## src/rtl/tbl_lookup_pkg.sv

```systemverilog
package tbl_lookup_pkg;
  localparam int unsigned PAGE_W = 7;
  localparam int unsigned PTR_W  = 3;
  localparam int unsigned ACC_W  = 4;
  localparam int unsigned WORD_W = 10;

  typedef enum logic [1:0] {
    LK_IDLE = 2'd0,
    LK_REQ  = 2'd1,
    LK_WAIT = 2'd2
  } lk_state_e;
endpackage

```

## src/rtl/tbl_lookup_seq.sv

```systemverilog
module tbl_lookup_seq
  import tbl_lookup_pkg::*;
(
  input  logic clk,
  input  logic rst_n,
  input  logic start,
  output logic accept,
  output logic busy,
  output logic req,
  output logic commit
);
  lk_state_e st_q, st_d;

  always_comb begin
    st_d = st_q;
    unique case (st_q)
      LK_IDLE: if (start) st_d = LK_REQ;
      LK_REQ:  st_d = LK_WAIT;
      LK_WAIT: st_d = LK_IDLE;
      default: st_d = LK_IDLE;
    endcase
  end

  always_ff @(posedge clk or negedge rst_n) begin
    if (!rst_n) st_q <= LK_IDLE;
    else        st_q <= st_d;
  end

  assign accept = (st_q == LK_IDLE) && start;
  assign busy   = (st_q != LK_IDLE);
  assign req    = (st_q == LK_REQ);
  assign commit = (st_q == LK_WAIT);
endmodule

```

## src/rtl/tbl_lookup_addr.sv

```systemverilog
module tbl_lookup_addr #(
  parameter int unsigned PAGE_W = 7,
  parameter int unsigned PTR_W  = 3,
  parameter int unsigned ACC_W  = 4,
  localparam int unsigned ADDR_W = PAGE_W + PTR_W + ACC_W
) (
  input  logic              clk,
  input  logic              rst_n,
  input  logic              capture,
  input  logic [PAGE_W-1:0] page,
  input  logic [PTR_W-1:0]  ptr_hi,
  input  logic [ACC_W-1:0]  ptr_lo,
  output logic [ADDR_W-1:0] addr
);
  logic [ADDR_W-1:0] addr_q, addr_d;
  logic              addr_en;

  always_comb begin
    addr_en = capture;
    addr_d  = {page, ptr_hi, ptr_lo};
  end

  always_ff @(posedge clk or negedge rst_n) begin
    if (!rst_n)       addr_q <= '0;
    else if (addr_en) addr_q <= addr_d;
  end

  assign addr = addr_q;
endmodule

```

## src/rtl/tbl_lookup_regs.sv

```systemverilog
module tbl_lookup_regs #(
  parameter int unsigned PTR_W  = 3,
  parameter int unsigned ACC_W  = 4,
  parameter int unsigned WORD_W = 10,
  localparam int unsigned HI_W  = WORD_W - 2 * ACC_W
) (
  input  logic              clk,
  input  logic              rst_n,
  input  logic              commit,
  input  logic [WORD_W-1:0] word,
  input  logic              flag_set,
  input  logic              flag_clr,
  input  logic              d_we,
  input  logic [PTR_W-1:0]  d_wdata,
  input  logic              a_we,
  input  logic [ACC_W-1:0]  a_wdata,
  output logic [ACC_W-1:0]  a_out,
  output logic [ACC_W-1:0]  b_out,
  output logic [PTR_W-1:0]  d_out,
  output logic              flag_out
);
  logic [ACC_W-1:0] a_q, a_d, b_q, b_d;
  logic [PTR_W-1:0] d_q, d_d, d_from_word;
  logic             flag_q, flag_d;
  logic             a_en, b_en, d_en, d_cap, flag_en;

  generate
    if (HI_W < PTR_W) begin : g_pad
      assign d_from_word = {{(PTR_W - HI_W){1'b0}}, word[WORD_W-1 -: HI_W]};
    end else begin : g_trunc
      assign d_from_word = word[2*ACC_W +: PTR_W];
    end
  endgenerate

  always_comb begin
    a_en    = commit | a_we;
    a_d     = commit ? word[ACC_W-1:0] : a_wdata;
    b_en    = commit;
    b_d     = word[2*ACC_W-1:ACC_W];
    d_cap   = commit & flag_q;
    d_en    = d_cap | d_we;
    d_d     = d_cap ? d_from_word : d_wdata;
    flag_en = flag_set | flag_clr;
    flag_d  = flag_set;
  end

  always_ff @(posedge clk or negedge rst_n) begin
    if (!rst_n) begin
      a_q    <= '0;
      b_q    <= '0;
      flag_q <= 1'b0;
    end else begin
      if (a_en)    a_q    <= a_d;
      if (b_en)    b_q    <= b_d;
      if (flag_en) flag_q <= flag_d;
    end
  end

  always_ff @(posedge clk) begin
    if (d_en) d_q <= d_d;
  end

  assign a_out    = a_q;
  assign b_out    = b_q;
  assign d_out    = d_q;
  assign flag_out = flag_q;
endmodule

```

## src/rtl/tbl_lookup_unit.sv

```systemverilog
module tbl_lookup_unit
  import tbl_lookup_pkg::*;
#(
  parameter int unsigned P_PAGE_W = tbl_lookup_pkg::PAGE_W,
  parameter int unsigned P_PTR_W  = tbl_lookup_pkg::PTR_W,
  parameter int unsigned P_ACC_W  = tbl_lookup_pkg::ACC_W,
  parameter int unsigned P_WORD_W = tbl_lookup_pkg::WORD_W,
  localparam int unsigned ADDR_W  = P_PAGE_W + P_PTR_W + P_ACC_W,
  localparam int unsigned JMP_W   = P_PTR_W + P_ACC_W
) (
  input  logic                clk,
  input  logic                rst_n,
  input  logic                lk_start,
  input  logic [P_PAGE_W-1:0] lk_page,
  input  logic                flag_set,
  input  logic                flag_clr,
  input  logic                d_load,
  input  logic [P_PTR_W-1:0]  d_load_val,
  input  logic                a_load,
  input  logic [P_ACC_W-1:0]  a_load_val,
  output logic                rom_req,
  output logic [ADDR_W-1:0]   rom_addr,
  input  logic [P_WORD_W-1:0] rom_rdata,
  output logic [P_ACC_W-1:0]  acc_a,
  output logic [P_ACC_W-1:0]  reg_b,
  output logic [P_PTR_W-1:0]  ptr_d,
  output logic [JMP_W-1:0]    jump_ptr,
  output logic                busy,
  output logic                mode_flag
);
  logic rs_meta_q, rst_core_n;
  logic accept, commit;

  always_ff @(posedge clk or negedge rst_n) begin
    if (!rst_n) begin
      rs_meta_q  <= 1'b0;
      rst_core_n <= 1'b0;
    end else begin
      rs_meta_q  <= 1'b1;
      rst_core_n <= rs_meta_q;
    end
  end

  tbl_lookup_seq u_seq (
    .clk    (clk),
    .rst_n  (rst_core_n),
    .start  (lk_start),
    .accept (accept),
    .busy   (busy),
    .req    (rom_req),
    .commit (commit)
  );

  tbl_lookup_addr #(
    .PAGE_W (P_PAGE_W),
    .PTR_W  (P_PTR_W),
    .ACC_W  (P_ACC_W)
  ) u_addr (
    .clk     (clk),
    .rst_n   (rst_core_n),
    .capture (accept),
    .page    (lk_page),
    .ptr_hi  (ptr_d),
    .ptr_lo  (acc_a),
    .addr    (rom_addr)
  );

  tbl_lookup_regs #(
    .PTR_W  (P_PTR_W),
    .ACC_W  (P_ACC_W),
    .WORD_W (P_WORD_W)
  ) u_regs (
    .clk      (clk),
    .rst_n    (rst_core_n),
    .commit   (commit),
    .word     (rom_rdata),
    .flag_set (flag_set),
    .flag_clr (flag_clr),
    .d_we     (d_load),
    .d_wdata  (d_load_val),
    .a_we     (a_load),
    .a_wdata  (a_load_val),
    .a_out    (acc_a),
    .b_out    (reg_b),
    .d_out    (ptr_d),
    .flag_out (mode_flag)
  );

  // in-page pointer for indirect jumps
  assign jump_ptr = {ptr_d, acc_a};
endmodule

```

## config.mk

```make
export PLATFORM = sky130hd
export DESIGN_NAME = tbl_lookup_unit
export DESIGN_NICKNAME = d
export VERILOG_FILES = /design/src/rtl/tbl_lookup_pkg.sv /design/src/rtl/tbl_lookup_seq.sv /design/src/rtl/tbl_lookup_addr.sv /design/src/rtl/tbl_lookup_regs.sv /design/src/rtl/tbl_lookup_unit.sv
export SDC_FILE = /design/constraint.sdc
export NUM_CORES = 1
export LEC_CHECK = 0
export BUFFER_PORTS_ARGS = -buffer_cell sky130_fd_sc_hd__buf_2
export CAP_MARGIN = 20
export CORE_MARGIN = 2
export CORE_UTILIZATION = 44
export DETAILED_ROUTE_END_ITERATION = 12
export GPL_TIMING_DRIVEN = 0
export PLACE_DENSITY = 0.78
export RECOVER_POWER = 50
export SLEW_MARGIN = 20
export SYNTH_ARGS = -nofsm -noshare
export SYNTH_HDL_FRONTEND = slang
export SYNTH_SLANG_ARGS = --single-unit
```

## constraint.sdc

```tcl
create_clock -name clk -period 1.3 [get_ports clk]
set_clock_uncertainty 0.15 [all_clocks]
set_input_delay 0.26 -clock clk [delete_from_list [all_inputs] [get_ports clk]]
set_output_delay 0.26 -clock clk [all_outputs]
set_load 0.1 [all_outputs]
```

==> results.yml, run 1 <==
synthesis:
  synthDistinctLibCells: 17
  yosysWarnings: 0
  synthDominantAreaCellType: "dfrtp_1"
  yosys.area.top_type_share: 0.531
  netlist_area_um2: 1270
  synth.top_cells.by_area: "dfrtp_1 (53%), mux2_2 (17%), mux2_4 (11%)"
  post_synth_inst_count: 78
  synth-seq-area-share: 0.602
  synth_seq_cells: 30
  syn-num-nets: 109
  synth.avg_cell_area_um2: 16.3
placed_design:
  hpwlAfterDp_um: 1940
  finalWeightedCongestion: 0.723
  port_buffers: 65
  dpl.cell_count: 174
  placement.cell_area_um2: 1770
timing:
  timing.grt.repair.worst_endpoint: "busy"
  worst_endpoint_kind: "output port"
clock_network:
  cts.sink_count: 30
  clock_tree.root_cell: "clkbuf_4"
  cts_inserted_buffers: 5
  clock_h_tree_levels: 2
  cts_buffer_depth: 2
die:
  die_y_um: 57.8
  floorplan.initialDensity: 0.461
  io-pin-count: 66
  dieWidth_um: 57.8
  placementRows: 19
run_status:
  status: "stopped before the end"
  error_line: "[ERROR DPL-0033] detailed placement checks failed during check placement."
  failing_step: "5_1_grt"
grt:
  antenna_found_initial: 0
  maximum_number_of_pins_on_one_net_before_global_route_repair: 26
[repair_timing]
| action | CTS |
|---|---|
| pin swaps | 1 |
| setup buffers | 15 |
| hold buffers | 9 |
| hold endpoints to repair | 10 |
| gates resized for setup | 116 |
| setup endpoints to repair | 75 |
[kinds of logic after synthesis]
logic type | after synthesis | synth area share
muxes | 28 | 0.274
buffers and inverters | 10 | 0.0639
other | 1 | 0.00295
AOI/OAI and AO/OA | 1 | 0.00590
DFF | 30 | 0.602
and+or+nand+nor | 8 | 0.0511
[cells in the mapped netlist]
master     n
mux2_4     9
and2b_1    1
or2_2      1
buf_4      7
nor2b_1    1
nand2b_1   2
inv_1      1
nor3b_4    1
a21o_1     1
nand3b_1   1
edfxtp_1   3
buf_2      1
mux2_2    19
dfrtp_1   27
conb_1     1
buf_12     1
and2_1     1
[metrics by stage]
stage / hold WS [ns] / setup slack, ns
2_1_floorplan: -0.186 / -0.351
3_3_place_gp: -0.105 / -0.433
3_5_place_dp: -0.102 / -0.436
4_1_cts: 0.00377 / -0.344
==> inputs of run 2 (changes only) <==
--- a/config.mk
+++ b/config.mk
@@ -7,11 +7,11 @@
 export LEC_CHECK = 0
 export BUFFER_PORTS_ARGS = -buffer_cell sky130_fd_sc_hd__buf_2
 export CAP_MARGIN = 20
-export CORE_MARGIN = 2
-export CORE_UTILIZATION = 44
+export CORE_AREA = 2 2 63 65
 export DETAILED_ROUTE_END_ITERATION = 12
+export DIE_AREA = 0 0 65 67
 export GPL_TIMING_DRIVEN = 0
-export PLACE_DENSITY = 0.78
+export PLACE_DENSITY_LB_ADDON = 0.15
 export RECOVER_POWER = 50
 export SLEW_MARGIN = 20
 export SYNTH_ARGS = -nofsm -noshare
==> results.yml, run 2 <==
run_status:
  status: "finished, violations left"
  violated_checks: "negative setup slack"
setup_path:
  cp_slowest_stage_delay_ns: 0.46
  depth_of_the_most_critical_reg_to_reg_path: 4
  required_ns: 0.89
  path_max_fanout: 4
  cp_data_arrival_time_ns: 1.17
  startpoint_type: "register"
  crit-reg2reg-launch: "u_seq.st_q[1]$_DFFE_PN0P_"
  worst_setup_path_endpoint: "busy"
  timing.rr.end: "u_addr.addr[8]$_DFFE_PN0P_"
  cp-end-kind: "primary output"
  r2r_setup_slack_ns: -0.22
  cp_slowest_cell: "dfrtp_2"
  cp_cell_sequence: "or2_4, buf_12"
  crit_type: "reg2out"
  setup_crit_start: "u_seq.st_q[1]$_DFFE_PN0P_"
clock_network:
  tritoncts_clock_tree: "yes"
  clock_h_tree_levels: 2
  clock_tree.root_cell: "clkbuf_8"
  worst_setup_hold_path_clk_slew_ns: 0.05
  cts_inserted_buffers: 5
  clkLatencyLatePin_ns: 0.28
  cts.sink_count: 30
  cts_buffer_depth: 2
die:
  fp.coreArea_um2: 3610
  floorplan.initialDensity: 0.353
  io-pin-count: 66
  die_y_um: 67
  die_area_um2: 4360
  dieWidth_um: 65
  placementRows: 22
timing:
  report.final.hold_viol_count: 0
  setup-violations-final: 45
  total_neg_setup_slack_ns: -5.90
  grt_setup_unrepaired: "true"
  timing.final.crit_share: 1.22
  period_needed_ns: 1.58
  timing.max_slew.rel_slack: 0.633
  timing_max_transition_violations_final: 0
  setup_ws_ns: -0.280
  finalHoldWorstSlack_ns: 0.0217
  maxClockFrequency_mhz: 633
  worst_pin_slew_ns: 0.550
pwr:
  power.density_cell_area_nw_per_um2: 2390
  p_leak_uw: 0.00118
  power.ir.vdd_worst_uv: 1280
drt:
  finalWirelength_um: 3010
  dr_total_vias: 931
  number_of_detailed_route_iterations_in_the_first_pass: 2
  drc: 0
  drt_wl_cell_um: 14.1
  vias_per_cell: 4.35
  detail-route-antenna-nets: 0
  initialDrtViolationCount: 28
final_layout:
  drive_gt1_frac: 0.904
  antenna-diode-count: 0
  fillers: 264
  largest_register_ffs: 14
  flow.area_growth_from_synthesis_pct: 96.0
  final_util: 0.692
  postLayoutCellArea_um2: 2490
  final_net_count: 196
  final_cell_mix: "buf_12 (29), buf_2 (29), mux2_4 (24)"
synthesis:
  post_synth_inst_count: 78
  synth.avg_cell_area_um2: 16.3
  synth-edff-count: 3
  synth-seq-area-share: 0.602
  synth-main-ff-cell: "dfrtp_1"
  syn-num-nets: 109
  netlist_area_um2: 1270
  yosysWarnings: 0
  synthDominantAreaCellType: "dfrtp_1"
  yosys-top-cells-count: "dfrtp_1 (27), mux2_2 (19), mux2_4 (9)"
  synth.most_common_cell: "dfrtp_1"
  synth_seq_cells: 30
  synth.top_cells.by_area: "dfrtp_1 (53%), mux2_2 (17%), mux2_4 (11%)"
  yosys.area.top_type_share: 0.531
  synthDistinctLibCells: 17
  asyncSetResetFlopFracSynth: 0.900
placed_design:
  port_buffers: 65
  hpwlAfterDp_um: 1900
  finalWeightedCongestion: 0.651
  place_worst_setup_slack_ns: -0.458
  placement.cell_area_um2: 1790
hold_path:
  min_delay_path_depth: 2
  worst_min_delay_path_class: "in2reg"
grt:
  vias_in_the_first_global_route: 997
  globalRouteTotalUtil: 0.152
  grt-ovfl-total: 0
  maximum_number_of_pins_on_one_net_before_global_route_repair: 26
  grt_first_pass_wirelength_um: 4780
  antenna_found_initial: 0
run:
  timing.max_cap.violations: 0
==> run 2: cell counts after synthesis <==
No cell type changed its count.
==> run 2: worst max-delay path, delay by kind of cell, from the launching register on <==
| family | cells | cell delay, ns |
|---|---|---|
| buf+inv | 1 | 0.16 |
| flops | 1 | 0.46 |
| simple gates | 1 | 0.28 |
==> run 2: report_power, final <==
group	total [uW]	switching [uW]	internal, uW
combinational	3760	2290	1470
sequential	1520	280	1240
clock	688	309	379
==> run 2: area by class of cell <==
class                      count  area (um^2)  share of cell area
sequential                    30          811               0.325
tap                           48         60.1              0.0241
clock buffer                   8         80.1              0.0321
buffer                         7          105              0.0421
multi-input combinational     38          499               0.200
timing repair buffer          82          935               0.375
inverter                       1         3.75             0.00151
==> run 2: timing repair <==
action                     4_1_cts  5_1_grt
pin swaps                        1        1
setup endpoints to repair       88       63
gates resized for setup        115       28
hold buffers                     1        0
gates cloned                     1        0
buffers inserted                10        6
hold endpoints to repair         2        0
==> run 2: worst min-delay path by stage <==
stage | to | slack [ns] | start
after floorplan | rs_meta_q$_DFF_PN0_ | -0.19 | rst_n
after global placement | rs_meta_q$_DFF_PN0_ | -0.10 | rst_n
after detailed placement | rs_meta_q$_DFF_PN0_ | -0.10 | rst_n
after CTS | u_regs.flag_out$_DFFE_PN0P_ | 0.02 | flag_set
after global routing | u_regs.flag_out$_DFFE_PN0P_ | 0.03 | flag_set
final | u_regs.flag_out$_DFFE_PN0P_ | 0.02 | flag_set
==> run 2: cells by family (layout without fill, tap and decap cells) <==
group / after synthesis / after routing / synth area share
multiplexers: 28 / 28 / 0.274
AO/OA/AOI/OAI: 1 / 1 / 0.00590
other: 1 / 1 / 0.00295
AND/OR/NAND/NOR: 8 / 8 / 0.0511
buffers and inverters: 10 / 98 / 0.0639
flip-flops: 30 / 30 / 0.602
==> run 2: per-stage QoR <==
stage               instances  power [uW]
floorplan                  78        3840
global placement          191        4200
detailed placement        191        4230
CTS                       210        5640
global route              214        6170
finish                    214        5970
==> run 2: per-layer routing <==
metal,global-route usage,share of wire
met1,0.168,0.37
met4,0.0638,0.018
met2,0.260,0.55
met3,0.0608,0.063
met5,0,0
Note: power is estimated with default switching activity, not from simulation.
